**src/rtl/cbrt_pkg.sv**
```systemverilog
package cbrt_pkg;

  typedef enum logic [1:0] {
    ST_IDLE   = 2'd0,
    ST_SEARCH = 2'd1,
    ST_FIN    = 2'd2
  } cbrt_state_e;

endpackage

```
**src/rtl/cbrt_ctrl.sv**
```systemverilog
module cbrt_ctrl
  import cbrt_pkg::*;
#(
  parameter int MAG_W = 8,
  parameter int IDX_W = 3
) (
  input  logic             clk,
  input  logic             rst,
  input  logic             start,
  output logic             load,
  output logic             step,
  output logic             finish,
  output logic [IDX_W-1:0] idx
);

  localparam logic [IDX_W-1:0] LAST_IDX = IDX_W'(MAG_W - 1);

  cbrt_state_e      state_q, state_d;
  logic [IDX_W-1:0] idx_q, idx_d;
  logic             idx_en;

  assign load   = (state_q == ST_IDLE) && start;
  assign step   = (state_q == ST_SEARCH);
  assign finish = (state_q == ST_FIN);
  assign idx    = idx_q;
  assign idx_en = load || step;

  // next-state logic
  always_comb begin
    state_d = state_q;
    idx_d   = idx_q;
    unique case (state_q)
      ST_IDLE: begin
        if (start) begin
          state_d = ST_SEARCH;
          idx_d   = LAST_IDX;
        end
      end
      ST_SEARCH: begin
        if (idx_q == '0) begin
          state_d = ST_FIN;
        end else begin
          idx_d = idx_q - 1'b1;
        end
      end
      ST_FIN:  state_d = ST_IDLE;
      default: state_d = ST_IDLE;
    endcase
  end

  // state register
  always_ff @(posedge clk) begin
    if (rst) begin
      state_q <= ST_IDLE;
    end else begin
      state_q <= state_d;
    end
  end

  // bit index register with explicit enable
  always_ff @(posedge clk) begin
    if (rst) begin
      idx_q <= '0;
    end else if (idx_en) begin
      idx_q <= idx_d;
    end
  end

  // while a search runs, a start request must not restart the index
  assert_busy_ignores_start_R7: assert property (@(posedge clk) disable iff (rst)
    (step && idx != '0) |=> (idx != LAST_IDX));

endmodule

```
**src/rtl/cbrt_magnitude.sv**
```systemverilog
module cbrt_magnitude #(
  parameter int OPER_W = 24
) (
  input  logic              clk,
  input  logic              rst,
  input  logic              load,
  input  logic [OPER_W-1:0] operand,
  output logic [OPER_W-1:0] mag,
  output logic              neg
);

  logic [OPER_W-1:0] mag_d, mag_q;
  logic              neg_d, neg_q;

  // unsigned magnitude; the most negative operand maps to 2^(OPER_W-1)
  always_comb begin
    neg_d = operand[OPER_W-1];
    mag_d = neg_d ? (~operand + 1'b1) : operand;
  end

  always_ff @(posedge clk) begin
    if (rst) begin
      mag_q <= '0;
      neg_q <= 1'b0;
    end else if (load) begin
      mag_q <= mag_d;
      neg_q <= neg_d;
    end
  end

  assign mag = mag_q;
  assign neg = neg_q;

endmodule

```
**src/rtl/cbrt_search.sv**
```systemverilog
module cbrt_search #(
  parameter int MAG_W  = 8,
  parameter int OPER_W = 24,
  parameter int IDX_W  = 3
) (
  input  logic              clk,
  input  logic              rst,
  input  logic              load,
  input  logic              step,
  input  logic [IDX_W-1:0]  idx,
  input  logic [OPER_W-1:0] mag,
  output logic [MAG_W-1:0]  trial
);

  localparam int SQ_W   = 2 * MAG_W;
  localparam int CUBE_W = 3 * MAG_W;
  localparam int CMP_W  = (CUBE_W > OPER_W) ? CUBE_W : OPER_W;

  logic [MAG_W-1:0]  trial_q, trial_d, cand, bit_sel;
  logic [SQ_W-1:0]   cand_sq;
  logic [CUBE_W-1:0] cand_cube;
  logic [CMP_W-1:0]  cube_ext, mag_ext;
  logic              keep;

  always_comb begin
    bit_sel   = {{(MAG_W-1){1'b0}}, 1'b1} << idx;
    cand      = trial_q | bit_sel;
    cand_sq   = {{MAG_W{1'b0}}, cand} * {{MAG_W{1'b0}}, cand};
    cand_cube = {{MAG_W{1'b0}}, cand_sq} * {{SQ_W{1'b0}}, cand};
    cube_ext  = CMP_W'(cand_cube);
    mag_ext   = CMP_W'(mag);
    keep      = (cube_ext <= mag_ext);
  end

  always_comb begin
    trial_d = trial_q;
    if (load) begin
      trial_d = '0;
    end else if (step && keep) begin
      trial_d = cand;
    end
  end

  always_ff @(posedge clk) begin
    if (rst) begin
      trial_q <= '0;
    end else if (load || step) begin
      trial_q <= trial_d;
    end
  end

  assign trial = trial_q;

  // during a search the partial root never loses a bit it has kept
  assert_trial_monotone_R2: assert property (@(posedge clk) disable iff (rst)
    (step && !load) |=> ((trial & $past(trial)) == $past(trial)));

endmodule

```
**src/rtl/cbrt_sign.sv**
```systemverilog
module cbrt_sign #(
  parameter int MAG_W  = 8,
  parameter int ROOT_W = 9
) (
  input  logic              clk,
  input  logic              rst,
  input  logic              finish,
  input  logic              neg,
  input  logic [MAG_W-1:0]  trial,
  output logic [ROOT_W-1:0] root,
  output logic              done
);

  logic [ROOT_W-1:0] ext, root_d, root_q;
  logic              done_q;

  always_comb begin
    ext    = ROOT_W'(trial);
    root_d = neg ? (~ext + 1'b1) : ext;
  end

  always_ff @(posedge clk) begin
    if (rst) begin
      root_q <= '0;
    end else if (finish) begin
      root_q <= root_d;
    end
  end

  always_ff @(posedge clk) begin
    if (rst) begin
      done_q <= 1'b0;
    end else begin
      done_q <= finish;
    end
  end

  assign root = root_q;
  assign done = done_q;

  // the completion pulse lasts a single cycle
  assert_done_single_R6: assert property (@(posedge clk) disable iff (rst)
    done |=> !done);

  // the result only moves together with the completion pulse
  assert_root_held_R8: assert property (@(posedge clk) disable iff (rst)
    !done |=> (root == $past(root)) || done);

endmodule

```
**src/rtl/cube_root_unit.sv**
```systemverilog
module cube_root_unit #(
  parameter int OPER_W = 24,
  parameter int ROOT_W = 9
) (
  input  logic              clk,
  input  logic              rst,
  input  logic              start,
  input  logic [OPER_W-1:0] operand,
  output logic              done,
  output logic [ROOT_W-1:0] root
);

  localparam int MAG_W   = ROOT_W - 1;
  localparam int IDX_W   = (MAG_W > 1) ? $clog2(MAG_W) : 1;
  localparam int LATENCY = MAG_W + 1;

  logic              load, step, finish, neg;
  logic [IDX_W-1:0]  idx;
  logic [OPER_W-1:0] mag;
  logic [MAG_W-1:0]  trial;

  cbrt_ctrl #(.MAG_W(MAG_W), .IDX_W(IDX_W)) u_ctrl (
    .clk(clk), .rst(rst), .start(start),
    .load(load), .step(step), .finish(finish), .idx(idx)
  );

  cbrt_magnitude #(.OPER_W(OPER_W)) u_mag (
    .clk(clk), .rst(rst), .load(load), .operand(operand),
    .mag(mag), .neg(neg)
  );

  cbrt_search #(.MAG_W(MAG_W), .OPER_W(OPER_W), .IDX_W(IDX_W)) u_search (
    .clk(clk), .rst(rst), .load(load), .step(step), .idx(idx),
    .mag(mag), .trial(trial)
  );

  cbrt_sign #(.MAG_W(MAG_W), .ROOT_W(ROOT_W)) u_sign (
    .clk(clk), .rst(rst), .finish(finish), .neg(neg), .trial(trial),
    .root(root), .done(done)
  );

  // latency window counter for the checks below
  logic [7:0] lat_q;
  always_ff @(posedge clk) begin
    if (rst) begin
      lat_q <= '0;
    end else if (load) begin
      lat_q <= '0;
    end else if (lat_q != 8'hFF) begin
      lat_q <= lat_q + 1'b1;
    end
  end

  // completion arrives a fixed number of edges after acceptance
  assert_latency_R6: assert property (@(posedge clk) disable iff (rst)
    done |-> (lat_q == 8'(LATENCY)));

  // no result magnitude may cube beyond the largest operand magnitude
  logic signed [ROOT_W-1:0] root_s;
  longint                   root_abs;
  always_comb begin
    root_s   = $signed(root);
    root_abs = (root_s < 0) ? -longint'(root_s) : longint'(root_s);
  end
  assert_root_bound_R4: assert property (@(posedge clk) disable iff (rst)
    done |-> (root_abs * root_abs * root_abs <= (longint'(1) <<< (OPER_W - 1))));

endmodule

```
**config.mk**
```make
export PLATFORM = sky130hd
export DESIGN_NAME = cube_root_unit
export DESIGN_NICKNAME = d
export VERILOG_FILES = /design/src/rtl/cbrt_pkg.sv /design/src/rtl/cbrt_ctrl.sv /design/src/rtl/cbrt_magnitude.sv /design/src/rtl/cbrt_search.sv /design/src/rtl/cbrt_sign.sv /design/src/rtl/cube_root_unit.sv
export SDC_FILE = /design/constraint.sdc
export NUM_CORES = 1
export LEC_CHECK = 0
export BUFFER_PORTS_ARGS = -buffer_cell sky130_fd_sc_hd__buf_4
export CAP_MARGIN = 15
export CORE_UTILIZATION = 63
export DETAILED_ROUTE_END_ITERATION = 16
export GPL_ROUTABILITY_DRIVEN = 0
export PLACE_DENSITY = 0.91
export SLEW_MARGIN = 20
export SYNTH_ARGS = -nofsm -noshare
export SYNTH_HDL_FRONTEND = slang
export SYNTH_HIERARCHICAL = 1
export SYNTH_SLANG_ARGS = --single-unit
```
**constraint.sdc**
```tcl
create_clock -name clk -period 15.4 [get_ports clk]
set_input_delay 0.77 -clock clk [delete_from_list [all_inputs] [get_ports clk]]
set_output_delay 0.77 -clock clk [all_outputs]
set_load 0.02 [all_outputs]
```
Word level (Yosys, flattened, before mapping)
Cells that the tools add are included.
Widths: inputs -> output; s select.
- flip-flop bits (word level): 48
- logic and storage cells: 42
- add/subtract/negate cells: 3
- multipliers: 2
- magnitude comparators: 1
- equal/unequal tests: 5
- shift-type cells: 1
- muxes and demuxes: 10
- bitwise gates (word level): 3
- reductions and logical operators: 10
- operators by type and width (cell ; count):
    $add 24x1->24 const B ; 1
    $le 24x24->1 ; 1
    $mul 16x8->24 ; 1
    $mux 24 ; 1
    $not 24->24 ; 1
    $mul 8x8->16 ; 1
    $mux 8 ; 2
    $add 9x1->9 const B ; 1
    $mux 9 ; 1
    $not 8->9 ; 1
    $or 8x8->8 ; 1
    $shl 1x3->8 const A ; 1
    $mux 3 ; 2
    $ne 2x2->1 const B ; 3
    $pmux 3 s2 ; 1
    $mux 2 ; 2
    $pmux 2 s2 ; 1
    $reduce_and 2->1 ; 2
    $reduce_and 4->1 ; 1
    $reduce_bool 2->1 ; 2
    $logic_not 3->1 ; 1
    $sub 3x1->3 const B ; 1
    $eq 2x1->1 const B ; 1
    $eq 2x2->1 const B ; 1
    other kinds (3) ; 4

Logic depth before layout (Yosys ltp)
- depth in word-level cells: 8
- mapped depth: 45
- gate-level depth less buffers: 44

Modules after synthesis
The synthesis kept the hierarchy.
- modules (own cells, without submodules) (module ; instances ; cells an instance ; area each (µm²) ; seq. area each (µm²)):
    cbrt_search ; 1 ; 775 ; 6238.5 ; 160.2
    cbrt_magnitude ; 1 ; 154 ; 1336.3 ; 500.5
    cbrt_sign ; 1 ; 66 ; 560.5 ; 200.2
    cbrt_ctrl ; 1 ; 26 ; 261.5 ; 100.1

Worst setup path after synthesis
No wires, ideal clock.
- path type: reg2reg
- start: reg u_ctrl.idx_q[2] (netlist: u_ctrl/idx[2])
- end: reg u_search.trial_q[5] (netlist: u_search/trial[5])
- arrival: 9.557 ns
- required time: 15.262 ns
- path slack: 5.705 ns
- cell stages (with the launch flop): 38
- path buffers: 2
- cells stage by stage: dfxtp_1 > nor2b_1 > a21oi_1 > inv_1 > clkbuf_1 > nand2_1 > fa_1 > fa_1 > fa_1 > inv_1 > fa_1 > ha_1 > o21a_1 > o21ai_1 > o21ba_2 > nor2_4 > xor2_2 > nor2_1 > (+2 left out) > fa_1 > fa_1 > fa_1 > inv_1 > ha_1 > clkbuf_1 > a211o_1 > a31oi_1 > a21bo_2 > a21oi_1 > o31ai_1 > ha_1 > nand4_1 > or3_1 > o32ai_1 > nor2_1 > a21oi_1 > o21ai_0
- cells in the longest elaborated chain, start to end: 8
- RTL lines (item ; line ; source):
    start, declared ; cbrt_ctrl.sv:19 ; logic [IDX_W-1:0] idx_q, idx_d;
    start signal, assigned ; cbrt_ctrl.sv:65 ; idx_q <= idx_d;
    $shl 1x3->8 (*) ; cbrt_search.sv:26 ; bit_sel = {{(MAG_W-1){1'b0}}, 1'b1} << idx;
    $or 8x8->8 (*) ; cbrt_search.sv:27 ; cand = trial_q | bit_sel;
    $mul 8x8->16 ; cbrt_search.sv:28 ; cand_sq = {{MAG_W{1'b0}}, cand} * {{MAG_W{1'b0}}, cand};
    $mul 16x8->24 ; cbrt_search.sv:29 ; cand_cube = {{MAG_W{1'b0}}, cand_sq} * {{SQ_W{1'b0}}, cand};
    $le 24x24->1 ; cbrt_search.sv:32 ; keep = (cube_ext <= mag_ext);
    $logic_and 1x1->1 ; cbrt_search.sv:39 ; end else if (step && keep) begin
    $reduce_bool 2->1 (no line) ; -- ;
    $reduce_and 2->1 (no line) ; -- ;
    end signal, assigned ; cbrt_search.sv:48 ; trial_q <= trial_d;
    end, declared ; cbrt_search.sv:19 ; logic [MAG_W-1:0] trial_q, trial_d, cand, bit_sel;
Mark *: on every way between the ends. The rest lies on a longest branch, timed or not. The select of a mux whose other input is x is not followed.
A chain may end at the register's enable or synchronous reset.

Worst setup path after layout
- start: reg u_ctrl.idx_q[0] (netlist: u_ctrl/idx[0])
- end: reg u_search.trial_q[4] (netlist: u_search/trial[4])
The elaborated chain is that of the path after synthesis.

==> impl_metrics.tcl <==
set metrics [dict create \
    m1WireLength_um 7870 \
    peakVddDrop_uv 50.2 \
    async_reset_ff_frac 0 \
    clk_latency_ns 0.30 \
    end_kind "flop" \
    cp_slowest_cell "xnor2_1" \
    synth_top_area_cell "fa_1" \
    nets 1265 \
    maxCapViolations 0 \
    postCtsHoldBufs 0 \
    yosys-top-cells-count "inv_1 (171), nor2_1 (142), ha_1 (100), fa_1 (99), nand2_1 (54)" \
    hold_viol_final 0 \
    start_kind "flop" \
    final_cell_count_no_fill 1212 \
    syn_area_um2 8400 \
    slew_violations 0 \
    fp.dieW_um 117 \
    dp_hpwl_um 15300 \
    synthTopCellsByArea "fa_1 (24%), ha_1 (15%), dfxtp_1 (11%)" \
    dpl.cell_count 1204 \
    h-tree-depth 2 \
    yosysWarnings 6 \
    synth-xor-area-share 0.0623 \
    synthCells 1021 \
    cts_buffers 5 \
    crit_arrival_ns 11.86 \
    synth-edff-count 0 \
    ctsRootBufferMaster "clkbuf_16" \
    path_common_cell "fa_1" \
    finalSetupTns_ns 0 \
    die_area_um2 13800 \
    power_density_nw_per_um2 61.9 \
    clkTransAtPathRegs_ns 0.07 \
    max_freq_mhz 85.4 \
    synth_top_family_by_area "adder cells" \
    ys_seq_area_frac 0.114 \
    ant_nets 0 \
    initial_core_util 0.655 \
    wl_met2_um 9810 \
    ys_types 74 \
    relSlewSlack 0.453 \
    synth-compound-area-share 0.149 \
    via_per_inst 5.91 \
    core_area_um2 12800 \
    worst_slew_pin_slew_ns 0.814 \
    synthFlopType "dfxtp_1" \
    top_layer "met4" \
    grt_overflow 0 \
    num_vias 7168 \
    grt_max_degree 51 \
    crit_type "reg2reg" \
    synthAdderAreaFrac 0.385 \
    syn2layout_area_growth_pct 6.71 \
    rsz0062_at_grt "no" \
    io_buffer_count 36 \
    clock_skew_ns 0.00554 \
    ys_seq_elements 48 \
    antenna_found_initial 0 \
    muxShareOfSynthArea 0.0107 \
    clock-sinks 48 \
    grt_pass1_vias 7230 \
    hold_path.class "reg2reg" \
    yosysTopAreaCellShare 0.236 \
    dieHeight_um 117 \
    cts_tree "done" \
    synth_fp_nets 1247 \
    finalSetupViolCount 0 \
    insertedDiodeCount 0 \
    cts_buffer_depth 2 \
    synthSimpleGateAreaFrac 0.185 \
    critPathRequiredTime_ns 15.55 \
    synth_most_common_cell "inv_1" \
    drt_iter0_drc 621 \
    routed_wl_um 19400 \
    p_leak_nw 4.32 \
    first_pass_iters 7 \
    post-route-period-util 0.761 \
    status "complete, no violations" \
    io_pins 37 \
    wl_met3_um 1220 \
    critical_path.max_fanout 18 \
    avgSynthCellArea_um2 8.22 \
    wl_per_cell_um 16.0 \
    post_cts_buffers 0 \
    drive_gt1_frac 0.0798 \
    rows 41 \
    grtUsageTotal 0.293 \
    drcViolationCount 0 \
    grt_pass1_wl_um 33100 \
    period_needed_ns 11.72 \
    cts_resized 0 \
    critPathMaxStageDelay_ns 0.59 \
]
cell type report:
cell class,instances,area (µm²)
clock buffer,6,139
clock inverter,2,13.8
fill,975,3860
inverter,173,649
multi-input combinational,768,6660
sequential,48,961
tap,172,215
timing repair buffer,43,323
registers in the layout (all words and copies together), names as in the netlist:
name,cells
u_search/trial,8
u_sign/done,1
u_ctrl/state_q,2
u_mag/mag,24
u_mag/neg,1
u_ctrl/idx,3
u_sign/root,9
kinds of logic (layout without fill, tap and decap cells):
logic type	Yosys count	count (layout)
and+or+nand+nor	320	320
buffers and inverters	205	224
adders and majority gates	199	199
AOI/OAI and AO/OA	181	181
xor gates and xnor gates	58	58
DFF	48	48
muxes	9	9
other	1	1
critical path: cells and delay by family (launching register included):
family	cells	cell delay, ns
fa+ha+maj	11	4.84
simple gates	10	2.27
flops	1	0.45
buf+inv	7	0.94
compound gates	11	2.28
xor+xnor	2	0.74
path summary, 6_finish.rpt:
path                  start                 to  slack, ns  cells after the start
max           u_ctrl/idx[0]  u_search/trial[4]       3.68                     41
min          u_sign/root[8]     u_sign/root[8]       0.47                      2
min reg2reg  u_sign/root[8]     u_sign/root[8]       0.47                      2
max reg2reg   u_ctrl/idx[0]  u_search/trial[4]       3.68                     41
where the power goes:
group	internal [mW]	total (mW)	switching, mW
clock	0.0649	0.113	0.0484
sequential	0.134	0.144	0.00991
combinational	0.113	0.297	0.185
total	0.311	0.554	0.243
per-layer routing:
| metal | vias to the layer above | global-route usage |
|---|---|---|
| met5 | - | 0 |
| li1 | 3378 | - |
| met1 | 3437 | 0.368 |
| met4 | 0 | 0.0849 |
| met3 | 54 | 0.0436 |
| met2 | 299 | 0.520 |
cells in the final DEF, fill, tap and decap left out, types with 11 or more instances in the layout:
| master | instances |
|---|---|
| a211oi_1 | 27 |
| a21o_1 | 12 |
| a21oi_1 | 41 |
| a31oi_1 | 12 |
| buf_4 | 43 |
| dfxtp_1 | 48 |
| fa_1 | 99 |
| ha_1 | 100 |
| inv_1 | 171 |
| nand2_1 | 54 |
| nand2b_1 | 26 |
| nor2_1 | 142 |
| nor2b_1 | 13 |
| nor3_1 | 16 |
| o21ai_0 | 35 |
| o31ai_1 | 11 |
| xnor2_1 | 21 |
| xor2_1 | 35 |
metrics by stage:
stage	setup slack (ns)	area (µm²)	util	total power [mW]	hold slack, ns
final	3.68	8960	0.699	0.554	0.470
after global routing	2.96	8960	0.699	0.595	0.505
after CTS	4.02	8960	0.699	0.549	0.472
after detailed placement	4.23	8810	0.687	0.431	0.461
after global placement	4.65	8810	0.687	0.419	0.457
after floorplan	5.71	8400	-	0.356	0.463
(Power assumes the default switching activity.)
